[config.mk]
export PLATFORM = sky130hd
export DESIGN_NAME = spi_card_cmd_engine
export DESIGN_NICKNAME = d
export VERILOG_FILES = /design/src/rtl/spicard_pkg.sv /design/src/rtl/spicard_status_map.sv /design/src/rtl/spicard_step_cnt.sv /design/src/rtl/spicard_reply_buf.sv /design/src/rtl/spi_card_cmd_engine.sv
export SDC_FILE = /design/constraint.sdc
export NUM_CORES = 1
export LEC_CHECK = 0
export BUFFER_PORTS_ARGS = -buffer_cell sky130_fd_sc_hd__buf_2
export CAP_MARGIN = 0
export CORE_AREA = 2 2 87 152
export CTS_CLUSTER_DIAMETER = 80
export DETAILED_ROUTE_END_ITERATION = 7
export DIE_AREA = 0 0 89 154
export PLACE_DENSITY = 0.73
export SKIP_CTS_REPAIR_TIMING = 1
export SYNTH_ARGS = -nofsm -noshare
export SYNTH_HDL_FRONTEND = slang
export SYNTH_HIERARCHICAL = 1
export SYNTH_SLANG_ARGS = --single-unit
[constraint.sdc]
create_clock -name clk -period 5.3 [get_ports clk]
set_clock_uncertainty 0.15 [all_clocks]
set_input_delay 0.265 -clock clk [delete_from_list [all_inputs] [get_ports clk]]
set_output_delay 0.265 -clock clk [all_outputs]
set_load 0.005 [all_outputs]
[src/rtl/spicard_pkg.sv]
package spicard_pkg;

   typedef enum logic [2:0] {
      ST_IDLE  = 3'd0,
      ST_ARG   = 3'd1,
      ST_CRC   = 3'd2,
      ST_GAP   = 3'd3,
      ST_RESP  = 3'd4,
      ST_WDATA = 3'd5,
      ST_WCRC  = 3'd6
   } step_e;

   localparam logic [7:0] FILL         = 8'hFF;
   localparam logic [7:0] TOK_BLOCK    = 8'hFE;
   localparam logic [7:0] TOK_MULTI    = 8'hFC;
   localparam logic [7:0] TOK_STOP     = 8'hFD;
   localparam logic [7:0] REPLY_BAD    = 8'h04;
   localparam logic [7:0] REPLY_LONG   = 8'h01;
   localparam logic [7:0] REPLY_WR_OK  = 8'h05;
   localparam logic [7:0] REPLY_BUSY   = 8'h00;

   localparam logic [5:0] IDX_STOP     = 6'd12;
   localparam logic [5:0] IDX_STATUS   = 6'd13;
   localparam logic [5:0] IDX_IFCOND   = 6'd8;
   localparam logic [5:0] IDX_OCR      = 6'd58;
   localparam logic [5:0] IDX_BUSY_A   = 6'd28;
   localparam logic [5:0] IDX_BUSY_B   = 6'd29;
   localparam logic [5:0] IDX_BUSY_C   = 6'd38;

   localparam int REPLY_SLOTS = 5;
   localparam int ARG_BYTES   = 4;
   localparam int CRC_SKIP    = 2;

endpackage

[src/rtl/spicard_status_map.sv]
module spicard_status_map #(
   parameter bit PARAM_ERR_EN = 1'b1
) (
   input  logic [31:0] card_st,
   output logic [15:0] word
);
   localparam int IDLE_LIMIT = 4;

   logic [13:0] base;

   always_comb begin
      base     = '0;
      base[0]  = card_st[25];
      base[1]  = card_st[24] | card_st[15];
      base[2]  = card_st[19];
      base[3]  = card_st[20];
      base[4]  = card_st[21];
      base[5]  = card_st[26];
      base[6]  = card_st[27];
      base[7]  = card_st[31] | card_st[16];
      base[8]  = (card_st[12:9] < 4'(IDLE_LIMIT));
      base[9]  = card_st[13];
      base[10] = card_st[22];
      base[11] = card_st[23];
      base[12] = card_st[28];
      base[13] = card_st[30];
   end

   generate
      if (PARAM_ERR_EN) begin : g_param_err
         assign word = {1'b0, |base[7:0], base};
      end else begin : g_no_param_err
         assign word = {2'b00, base};
      end
   endgenerate

   logic unused_bits;
   assign unused_bits = ^{card_st[8:0], card_st[14], card_st[18:17], card_st[29]};

endmodule

[src/rtl/spicard_step_cnt.sv]
module spicard_step_cnt #(
   parameter int LIMIT = 4
) (
   input  logic clk,
   input  logic rst_n,
   input  logic clr,
   input  logic step,
   output logic at_last
);
   localparam int W = (LIMIT > 1) ? $clog2(LIMIT) : 1;

   generate
      if (LIMIT < 2) begin : g_bad_limit
         $error("spicard_step_cnt: LIMIT must be at least 2");
      end
   endgenerate

   logic [W-1:0] cnt;

   assign at_last = (cnt == W'(LIMIT - 1));

   always_ff @(posedge clk) begin
      if (!rst_n)      cnt <= '0;
      else if (clr)    cnt <= '0;
      else if (step)   cnt <= at_last ? '0 : cnt + W'(1);
   end

endmodule

[src/rtl/spicard_reply_buf.sv]
module spicard_reply_buf #(
   parameter int DEPTH = 5,
   parameter int PW    = $clog2(DEPTH + 1)
) (
   input  logic                  clk,
   input  logic                  rst_n,
   input  logic                  clr,
   input  logic                  load,
   input  logic [DEPTH-1:0][7:0] load_bytes,
   input  logic [PW-1:0]         load_len,
   input  logic                  advance,
   output logic [7:0]            cur,
   output logic                  drained
);
   generate
      if (DEPTH < 1) begin : g_bad_depth
         $error("spicard_reply_buf: DEPTH must be positive");
      end
   endgenerate

   logic [DEPTH-1:0][7:0] slots;
   logic [PW-1:0]         len_q;
   logic [PW-1:0]         pos_q;

   assign drained = (pos_q == len_q);

   always_comb begin
      cur = 8'hFF;
      for (int i = 0; i < DEPTH; i++) begin
         if (pos_q == PW'(i)) cur = slots[i];
      end
   end

   always_ff @(posedge clk) begin
      if (!rst_n || clr) begin
         slots <= '0;
         len_q <= '0;
         pos_q <= '0;
      end else if (load) begin
         slots <= load_bytes;
         len_q <= load_len;
         pos_q <= '0;
      end else if (advance) begin
         pos_q <= pos_q + PW'(1);
      end
   end

endmodule

[src/rtl/spi_card_cmd_engine.sv]
module spi_card_cmd_engine
   import spicard_pkg::*;
#(
   parameter int BLOCK_BYTES  = 512,
   parameter int LEN_W        = 5,
   parameter bit PARAM_ERR_EN = 1'b1
) (
   input  logic             clk,
   input  logic             rst_n,
   input  logic             cs_n,
   input  logic             rx_valid,
   input  logic [7:0]       rx_byte,
   output logic [7:0]       tx_byte,
   output logic             be_req_valid,
   output logic [5:0]       be_req_cmd,
   output logic [31:0]      be_req_arg,
   input  logic [LEN_W-1:0] be_rsp_len,
   input  logic [31:0]      be_rsp_data,
   output logic             wr_valid,
   output logic [7:0]       wr_data,
   input  logic             wr_ready,
   input  logic             rd_avail,
   output logic             rd_start
);
   localparam int PW = $clog2(REPLY_SLOTS + 1);

   generate
      if (BLOCK_BYTES < 2) begin : g_bad_block
         $error("spi_card_cmd_engine: BLOCK_BYTES must be at least 2");
      end
      if (LEN_W < 3) begin : g_bad_len
         $error("spi_card_cmd_engine: LEN_W must hold the value 4");
      end
   endgenerate

   step_e       st_q, st_d;
   logic [5:0]  cmd_q;
   logic [31:0] arg_q;
   logic        skip_rd_q;
   logic        st_idle;
   logic        act;

   assign act     = rx_valid & ~cs_n;
   assign st_idle = (st_q == ST_IDLE);

   // counters for the frame, the write block and the skipped check bytes
   logic arg_last, wr_last, crc_last, wr_end;

   spicard_step_cnt #(.LIMIT(ARG_BYTES)) u_arg_cnt (
      .clk(clk), .rst_n(rst_n), .clr(cs_n),
      .step(act && st_q == ST_ARG), .at_last(arg_last));

   spicard_step_cnt #(.LIMIT(BLOCK_BYTES)) u_wr_cnt (
      .clk(clk), .rst_n(rst_n), .clr(cs_n | wr_end),
      .step(wr_valid), .at_last(wr_last));

   spicard_step_cnt #(.LIMIT(CRC_SKIP)) u_crc_cnt (
      .clk(clk), .rst_n(rst_n), .clr(cs_n),
      .step(act && st_q == ST_WCRC), .at_last(crc_last));

   // backend request
   logic is_stop, is_exec;
   assign is_stop      = act && st_idle && (rx_byte == TOK_STOP);
   assign is_exec      = act && (st_q == ST_CRC);
   assign be_req_valid = is_stop | is_exec;
   assign be_req_cmd   = is_stop ? IDX_STOP : cmd_q;
   assign be_req_arg   = is_stop ? 32'd0 : arg_q;

   // write path
   assign wr_valid = act && (st_q == ST_WDATA);
   assign wr_data  = rx_byte;
   assign wr_end   = wr_valid && (!wr_ready || wr_last);

   // status word
   logic [15:0] st_word;
   spicard_status_map #(.PARAM_ERR_EN(PARAM_ERR_EN)) u_map (
      .card_st(be_rsp_data), .word(st_word));

   // reply formatting
   logic [REPLY_SLOTS-1:0][7:0] ld_bytes;
   logic [PW-1:0]               ld_len;
   logic                        ld_busy;
   logic                        ld_go;
   logic                        len_zero, len_four, idx_long, idx_busy;

   assign len_zero = (be_rsp_len == '0);
   assign len_four = (be_rsp_len == LEN_W'(4));
   assign idx_long = (cmd_q == IDX_IFCOND) || (cmd_q == IDX_OCR);
   assign idx_busy = (cmd_q == IDX_BUSY_A) || (cmd_q == IDX_BUSY_B) ||
                     (cmd_q == IDX_BUSY_C);

   always_comb begin
      ld_bytes = {REPLY_SLOTS{FILL}};
      ld_len   = PW'(1);
      ld_busy  = 1'b0;
      if (is_stop) begin
         ld_bytes[0] = len_zero ? REPLY_BUSY : FILL;
         ld_busy     = 1'b1;
      end else if (st_q == ST_WCRC) begin
         ld_bytes[0] = REPLY_WR_OK;
         ld_busy     = 1'b1;
      end else if (len_zero) begin
         ld_bytes[0] = REPLY_BAD;
      end else if (idx_long) begin
         ld_len      = PW'(5);
         ld_bytes[0] = REPLY_LONG;
         ld_bytes[1] = be_rsp_data[31:24];
         ld_bytes[2] = be_rsp_data[23:16];
         ld_bytes[3] = be_rsp_data[15:8];
         ld_bytes[4] = be_rsp_data[7:0];
      end else if (!len_four) begin
         ld_bytes[0] = REPLY_BAD;
      end else begin
         ld_len      = (cmd_q == IDX_STATUS) ? PW'(2) : PW'(1);
         ld_bytes[0] = st_word[15:8];
         ld_bytes[1] = st_word[7:0];
         ld_busy     = idx_busy;
      end
   end

   assign ld_go = is_stop || is_exec || (act && st_q == ST_WCRC && crc_last);

   logic [7:0] buf_cur;
   logic       buf_drained;
   logic       buf_adv;

   assign buf_adv = act && (st_q == ST_RESP) && !buf_drained;

   spicard_reply_buf #(.DEPTH(REPLY_SLOTS), .PW(PW)) u_reply (
      .clk(clk), .rst_n(rst_n), .clr(cs_n),
      .load(ld_go), .load_bytes(ld_bytes), .load_len(ld_len),
      .advance(buf_adv), .cur(buf_cur), .drained(buf_drained));

   assign rd_start = act && (st_q == ST_RESP) && buf_drained && !skip_rd_q && rd_avail;

   assign tx_byte = cs_n ? FILL :
                    ((st_q == ST_RESP) && !buf_drained) ? buf_cur : FILL;

   // step machine
   always_comb begin
      st_d = st_q;
      if (cs_n) begin
         st_d = ST_IDLE;
      end else if (act) begin
         case (st_q)
            ST_IDLE: begin
               if (rx_byte == TOK_BLOCK || rx_byte == TOK_MULTI) st_d = ST_WDATA;
               else if (rx_byte == TOK_STOP)                     st_d = ST_RESP;
               else if (rx_byte != FILL)                         st_d = ST_ARG;
            end
            ST_ARG:   if (arg_last) st_d = ST_CRC;
            ST_CRC:   st_d = ST_GAP;
            ST_GAP:   st_d = ST_RESP;
            ST_RESP:  if (buf_drained) st_d = ST_IDLE;
            ST_WDATA: if (wr_end) st_d = ST_WCRC;
            ST_WCRC:  if (crc_last) st_d = ST_RESP;
            default:  st_d = ST_IDLE;
         endcase
      end
   end

   always_ff @(posedge clk) begin
      if (!rst_n) begin
         st_q      <= ST_IDLE;
         cmd_q     <= '0;
         arg_q     <= '0;
         skip_rd_q <= 1'b0;
      end else if (cs_n) begin
         st_q      <= ST_IDLE;
         cmd_q     <= '0;
         arg_q     <= '0;
         skip_rd_q <= 1'b0;
      end else begin
         st_q <= st_d;
         if (act && st_idle && st_d == ST_ARG) cmd_q <= rx_byte[5:0];
         if (act && st_q == ST_ARG)            arg_q <= {arg_q[23:0], rx_byte};
         if (ld_go)                            skip_rd_q <= ld_busy;
      end
   end

endmodule

; Word level (Yosys, flattened, before mapping)
; Cells that the tools add are included.
[totals]
reg_bits = 100
input_bits = 51
[classes]
n_addsub = 4
magnitude_cmp = 1
n_eq_ne = 25
n_mux = 44
n_bitwise = 7
n_reduce_logical = 34
[ops]
columns = operator, n
row1 = $mux 32, 4
row2 = $mux 8, 12
row3 = $mux 3, 13
row4 = $eq 8x8->1 const B, 3
row5 = $mux 24, 1
row6 = $pmux 3 s7, 1
row7 = $mux 16, 1
row8 = $logic_and 1x1->1, 15
row9 = $eq 3x2->1 const B, 4
row10 = $eq 3x3->1 const B, 4
row11 = $eq 6x4->1 const B, 2
row12 = $eq 6x5->1 const B, 2
row13 = $eq 6x6->1 const B, 2
row14 = $add 9x1->9 const B, 1
row15 = $eq 3x1->1 const B, 3
row16 = $eq 9x9->1 const B, 1
row17 = $mux 9, 1
row18 = $logic_or 1x1->1, 8
row19 = $ne 8x8->1 const B, 1
row20 = $reduce_or 8->1, 1
row21 = $mux 7, 1
row22 = $logic_not 3->1, 2
row23 = $mux 1, 6
row24 = $mux 2, 3
row25 = other kinds (14), 23

; Longest topological paths before layout
; Gate-level depths: netlist of the first run.
[depth]
word_depth = 10
depth_mapped = 9
mapped_depth_nobuf = 9

; Cells and area by module
; The synthesis of the first run kept the hierarchy.
[by_module_without_submodules]
columns = module, instances, cells_each, area_per_inst_um2, seq_area_each_um2
row1 = spi_card_cmd_engine, 1, 364, 2595.0, 840.8
row2 = spicard_reply_buf, 1, 217, 2189.6, 920.9
row3 = spicard_step_cnt at u_wr_cnt, 1, 46, 431.7, 180.2
row4 = spicard_status_map, 1, 19, 130.1, 0.0
row5 = spicard_step_cnt at u_arg_cnt, 1, 9, 96.3, 40.0
row6 = spicard_step_cnt at u_crc_cnt, 1, 3, 41.3, 20.0

; Worst setup path after synthesis of the first run
; OpenSTA, ideal clock, no wires.
[synth_path]
kind = reg-to-reg
from = register st_q[0]
to = register u_reply.len_q[0]
t_arrival_ns = 2.115
setup_slack_ns = 2.908
path_stages_with_launch = 10
path_buffers = 4
synth_period_minus_slack_ns = 2.392
path_cell_list = dfxtp_1 > or3_4 > or4_4 > buf_6 > clkbuf_1 > nand2_1 > buf_4 > buf_4 > mux2i_1 > nor2_1
[synth_via]
elab_chain_cells = 5
[synth_lines]
columns = element, line
row1 = "start, declared", spi_card_cmd_engine.sv:36  ; step_e st_q, st_d;
row2 = "start signal, assigned", spi_card_cmd_engine.sv:174  ; st_q <= st_d;
row3 = $logic_not 3->1, spi_card_cmd_engine.sv:44  ; assign st_idle = (st_q == ST_IDLE);
row4 = $logic_and 1x1->1 (2 in series), spi_card_cmd_engine.sv:63  ; assign is_stop = act && st_idle && (rx_byte == TOK_STOP);
row5 = $logic_or 1x1->1, spi_card_cmd_engine.sv:121  ; assign ld_go = is_stop || is_exec || (act && st_q == ST_WCRC && crc_last);
row6 = $logic_or 1x1->1 *, spi_card_cmd_engine.sv:121
row7 = via ld_go, spi_card_cmd_engine.sv:83  ; logic ld_go;
row8 = "end signal, assigned", spicard_reply_buf.sv:41  ; len_q <= load_len;
row9 = "end, declared", spicard_reply_buf.sv:22  ; logic [PW-1:0] len_q;
; The timed path passes the listed nets; every way through them passes the cells marked *.
; A chain may end at the register's enable or synchronous reset.

; Worst setup path after layout of the first run
[layout_path]
from = register st_q[2]
to = register u_arg_cnt.cnt[0]
[layout_via]
elab_chain_cells = 2
[layout_lines]
columns = element, line
row1 = $eq 3x1->1, spi_card_cmd_engine.sv:51  ; .step(act && st_q == ST_ARG), .at_last(arg_last));
row2 = $logic_and 1x1->1, spi_card_cmd_engine.sv:51
row3 = "end signal, assigned", spicard_step_cnt.sv:25  ; else if (step) cnt <= at_last ? '0 : cnt + W'(1);
row4 = "end, declared", spicard_step_cnt.sv:18  ; logic [W-1:0] cnt;
; Every way passes these cells.

==> impl_results.md, run 1 <==
* Status: finished, final reports clean
* Clk buf depth at 2
* Fmax at around 300 MHz
* Placeable Area at ~12000 sq um
* Yosys warning count at 6
* Cell row count at 54
* Seq cells post-synth at 100
* Die ar. at around 14000 sq um
* Final instance area at 6140 sq um
* Seq. cell area at about 2000 sq um
* Die height at 154 um
* Die W at slightly below 90 um
* Syn Nets at between 700 and 800
* DRT iter0 DRCs at 170
* Total GRT Usage at around 20%
* Commonest non-fill, non-tap cell in the layout: buf_2
* VDD IR max at around 0.17 mV
* CP Class: reg -> reg
* Max cap viols at 0
* Gpl congestion at approximately 0.81
* Critical Path RT at approximately 5.4 ns
* Tmin final at about 3.4 ns
* Setup repair after global routing missed its margin: false
* Max-slew violations at 0
* Fillers at between 1000 and 1500
* WP data arrival at around 3.5 ns
* Worst-margin pin slew at roughly 1.1 ns
* Post-DR vias/cell at a little over 5
* DR DRC count at 0
* Reg clk slew, reported paths at 0.07 ns
* Layout cells sized above 1 at between 20 and 25%
* TritonCTS sink count at 100
* Synth unique cells at 62
* Max_slew headroom at around a quarter
* Most frequent cells in the layout: 107 x buf_2, 100 x dfxtp_1, 80 x nor2_1, 74 x nand2_1, 54 x mux2i_1
* Area of placed instances at between 5000 and 6000 sq um
* Total number of vias at between 4000 and 5000
* Max H-tree Level at 3
* Hold Violations, Final at 0
* CP Capture Type: flip-flop
* Setup TNS at 0 ns
* Cts bufs inserted at 9
* TritonCTS clock tree: yes
* Seq/Total Area, Yosys at a little over a third
* Area Growth Syn to Fin at 12.0%
* Detail Route Antenna Nets at 0
* Worst hold path class: in -> reg
* DRT Pass-1 Iters at 5
* Average routed wire per standard cell at ~15 um
* Syn avg cell area at between 8 and 9 sq um
* Grt total ovfl at 0
* Setup violations, final at 0
* Initial Util at 44.1%
* Routed wire length at around 14000 um
* Largest net degree at the start of global routing at 47
* Multi-input logic area at 3060 sq um
* Mapped Cells at between 600 and 700
* Leakage at about 2.4 nW
* PwrDens at roughly 240 nW/um^2
* Clk_lat worst skew at around 0.35 ns
* Initial antenna violation count at 0
* PortBufs at around 110
* ANT cells at 0
* Synth Flop Type: dfxtp_1
* First-pass GRT wire length at 21600 um
* Worst-path fanout max at 35
* Post-DP HPWL at between 9000 and 10000 um
* Final #Nets at 779
* Synthesized cell area at about 5500 sq um
* CTS root buf: clkbuf_16
* I/O pins at around 110
* CP max stage delay at roughly 1.1 ns
* Slowest-stage cell, CP: inv_1
* Post-synth EDFFs at 0
* Period utilisation layout at 63.9%
* Fraction of registers with async set or reset after synthesis at 0%
* CP cell instances: nor3b_1 -> nand2_1 -> inv_1 -> or3b_1 -> a21oi_2
* CP Launch Type: flip-flop
* Vias in the first global route at approximately 4400
==> power by group <==
group / switching (mW) / leakage (nW) / internal, mW
Sequential: 0.00478 / 0.806 / 0.754
Clock: 0.302 / 0.129 / 0.324
Combinational: 0.0520 / 1.48 / 0.0375
==> Yosys cell counts, types with 4 or more instances <==
cell type / number / area [sq um]
a211o_2: 6 / 60.1
a21o_1: 7 / 52.6
a21oi_1: 37 / 185
and2_1: 36 / 225
buf_2: 8 / 40.0
buf_4: 28 / 210
buf_6: 5 / 56.3
clkbuf_1: 18 / 67.6
dfxtp_1: 100 / 2000
ha_1: 9 / 113
inv_1: 7 / 26.3
mux2i_1: 54 / 541
nand2_1: 75 / 282
nand2b_1: 36 / 225
nand3_1: 9 / 45.0
nand3b_1: 10 / 75.1
nor2_1: 80 / 300
nor2b_1: 11 / 68.8
nor3_1: 21 / 105
nor3b_1: 10 / 75.1
nor4_1: 4 / 25.0
o21ai_0: 17 / 85.1
o221a_2: 5 / 56.3
or2_2: 9 / 56.3
xor2_1: 6 / 52.6
==> cells by family after synthesis <==
kind of cell / share of synthesized area (%)
other: 0.0684
flip-flops: 36.5
multiplexers: 10.1
adder cells (fa/ha/maj): 2.05
AND/OR/NAND/NOR: 30.3
buffers and inverters: 7.83
XOR/XNOR: 1.28
AO/OA/AOI/OAI: 11.9
==> worst paths after layout <==
kind | startpoint | endpoint | slack, ns | cells after the start
max | st_q[2]$_SDFF_PP0_ | u_arg_cnt/cnt[0]$_SDFFE_PP0P_ | 1.91 | 5
min | rx_byte[2] | arg_q[2]$_SDFFE_PP0P_ | 0.04 | 3
max reg2reg | st_q[2]$_SDFF_PP0_ | u_arg_cnt/cnt[0]$_SDFFE_PP0P_ | 1.91 | 5
min reg2reg | arg_q[29]$_SDFFE_PP0P_ | arg_q[29]$_SDFFE_PP0P_ | 0.30 | 2
==> state kept, by name (all words and copies together), names as in the netlist <==
| name | flops |
|---|---|
| arg_q | 32 |
| cmd_q | 6 |
| skip_rd_q | 1 |
| st_q | 3 |
| u_arg_cnt/cnt | 2 |
| u_crc_cnt/at_last | 1 |
| u_reply/len_q | 3 |
| u_reply/pos_q | 3 |
| u_reply/slots | 40 |
| u_wr_cnt/cnt | 9 |
==> stage by stage <==
step | hold WS, ns | cells | util [%] | setup WS, ns | power [mW]
final | 0.0402 | 892 | 49.4 | 1.91 | 1.48
after global routing | 0.0466 | 892 | 49.4 | 1.64 | 1.53
after global placement | 0.288 | 876 | 47.1 | 1.97 | 0.865
after detailed placement | 0.296 | 876 | 47.1 | 1.93 | 0.866
after floorplan | 0.185 | 658 | - | 2.91 | 0.835
after CTS | 0.0264 | 892 | 49.4 | 1.91 | 1.49
==> worst max-delay path, delay by kind of cell (launching register included) <==
kind / cells / cell delay, ns
AND/OR/NAND/NOR: 3 / 1.51
buffers and inverters: 1 / 1.08
flip-flops: 1 / 0.45
AO/OA/AOI/OAI: 1 / 0.12
==> per-layer routing <==
| metal | track usage (%) | share of wire (%) | routed length (um) | up-vias |
|---|---|---|---|---|
| met4 | 5.76 | 1.5 | 201 | 0 |
| met3 | 3.33 | 3.7 | 503 | 11 |
| met1 | 23.3 | 41 | 5530 | 2160 |
| met2 | 36.2 | 54 | 7300 | 122 |
| met5 | 0 | 0 | 0 | - |
| li1 | - | - | - | 2336 |
==> layout make-up <==
cell class	instances	share of cell area [%]
Clock buffer	9	3.67
Clock inverter	7	0.937
Inverter	7	0.428
Multi-Input combinational cell	490	49.7
Sequential cell	100	32.6
Tap cell	168	3.42
Timing Repair Buffer	111	9.21
Note: power is estimated with default switching activity, not from simulation.
==> run 2: changes to the inputs <==
- clock period: 5.3 -> 3.51 ns (I/O delays scaled with it)
==> impl_results.md, run 2 (synthesis gave the netlist of run 1 again) <==
* Status: finished with violations
* Failing checks: negative hold slack
* Largest net degree at the start of global routing at 47
* PwrDens at around 360 nW/um^2
* Setup TNS at 0 ns
* Top Metal Used: met4
* Worst-case reg-to-reg path depth at 6
* Clk_lat worst skew at roughly 0.36 ns
* Average routed wire per standard cell at about 15 um
* Reg clk slew, reported paths at 0.07 ns
* Detail Route Antenna Nets at 0
* Area of placed instances at roughly 6000 sq um
* Die W at ~89 um
* DR DRC count at 0
* CP Launch Type: flip-flop
* Hold Crit Depth at 3
* Placeable Area at 12400 sq um
* Max_slew headroom at 43.5%
* Gpl congestion at approximately 0.81
* Layout cells sized above 1 at 22.1%
* DRT Pass-1 Iters at 7
* Hold Violations, Final at 6
* Die ar. at roughly 14000 sq um
* Post-DR vias/cell at roughly 5.2
* ANT cells at 0
* I/O pins at 108
* Multi-input logic area at 3060 sq um
* Worst-path fanout max at 16
* Max-slew violations at 0
* Final #Nets at ~800
* Met3 WL at roughly 670 um
* Fin cells at around 900
* Tmin final at 2.84 ns
* CP Class: reg -> out
* WHS Endpoint: arg_q[0]$_SDFFE_PP0P_
* Fillers at about 1300
* Cts bufs inserted at 9
* Worst R2R End: u_reply/slots[2]$_SDFFE_PP0P_
* Worst hold path class: in -> reg
* Routed wire length at around 13000 um
* CP Capture Type: output pin
* Fmax at about 350 MHz
* Routed wl met2 at 7070 um
* Met1 WL at slightly above 5000 um
* Post-DP HPWL at around 9500 um
* Clk buf depth at 2
* Total Power at around 2.3 mW
* Total GRT Usage at just under 20%
* Initial antenna violation count at 0
* TritonCTS clock tree: yes
* WP data arrival at roughly 2.5 ns
* Most frequent cells in the layout: 107 x buf_2, 100 x dfxtp_1, 80 x nor2_1, 74 x nand2_1, 54 x mux2i_1
* Hold wc startpoint: rx_byte[0]
* CTS root buf: clkbuf_16
* Worst-margin pin slew at 0.840 ns
* Setup violations, final at 0
* Leakage at roughly 2.5 nW
* First-pass GRT wire length at 21500 um
* DRT iter0 DRCs at between 150 and 200
* Critical Path RT at between 3 and 4 ns
* Die height at ~150 um
* Vias in the first global route at 4523
* VDD IR max at 0.233 mV
* Max reg flops at 40
* Period utilisation layout at approximately 80%
* Final Util at 50.3%
* Final instance area at 6250 sq um
* Total number of vias at between 4000 and 5000
* PortBufs at 107
* Most flop-heavy register: u_reply/slots
* Seq. cell area at between 2000 and 2500 sq um
* Max H-tree Level at 3
* TritonCTS sink count at 100
* Initial Util at roughly 44%
* Commonest non-fill, non-tap cell in the layout: buf_2
* Grt total ovfl at 0
* Max cap viols at 0
* Largest regs: u_reply/slots (40), arg_q (32), u_wr_cnt/cnt (9)
* Setup repair after global routing missed its margin: false
* Area Growth Syn to Fin at 13.9%
* Worst r2r src: st_q[2]$_SDFF_PP0_
* Cell row count at 54
* Flop-to-flop setup slack at 0.91 ns
* Fin Hold WS at -0.0289 ns
* Inst Count DP at 878
* Setup WS pre-CTS at 0.943 ns
* Final worst slack at between 0.6 and 0.7 ns
run 2: cell type report:
cell class	count	area share, %
clock buffers	9	3.61
clock inverters	7	1.04
flip-flops and latches	100	32.0
well taps	168	3.36
repair buffers	120	10.6
inverters	7	0.421
multi-input cells	490	48.9
run 2: how the worst max path moves through the flow:
stage / to / cells past startpoint / slack (ns) / start
2_1_floorplan: u_reply/len_q[0]$_SDFFE_PP0P_ / 9 / 1.12 / st_q[0]$_SDFF_PP0_
3_3_place_gp: u_reply/slots[32]$_SDFFE_PP0P_ / 6 / 0.96 / st_q[0]$_SDFF_PP0_
3_5_place_dp: u_reply/slots[26]$_SDFFE_PP0P_ / 6 / 0.94 / st_q[2]$_SDFF_PP0_
4_1_cts: tx_byte[6] / 6 / 0.67 / u_reply/pos_q[2]$_SDFFE_PP0P_
5_1_grt: tx_byte[6] / 6 / 0.52 / u_reply/pos_q[2]$_SDFFE_PP0P_
6_report: tx_byte[6] / 6 / 0.67 / u_reply/pos_q[2]$_SDFFE_PP0P_
run 2: where the power goes:
part / internal (mW) / switching, mW
Clock: 0.500 / 0.479
Sequential: 1.14 / 0.00745
Combinational: 0.0622 / 0.0789
Total: 1.70 / 0.566
run 2: worst max-delay path: stages, from the launching register on:
cell and delay (ns):
dfxtp_1 0.64, inv_1 0.09, ha_1 0.41, a211o_2 0.38
o221a_1 0.23, or2_2 0.30, buf_2 0.13
run 2: layer usage:
metal	vias up	track usage [%]
li1	2361	-
met1	2168	22.8
met2	135	35.0
met3	27	3.11
met4	0	8.74
met5	-	0
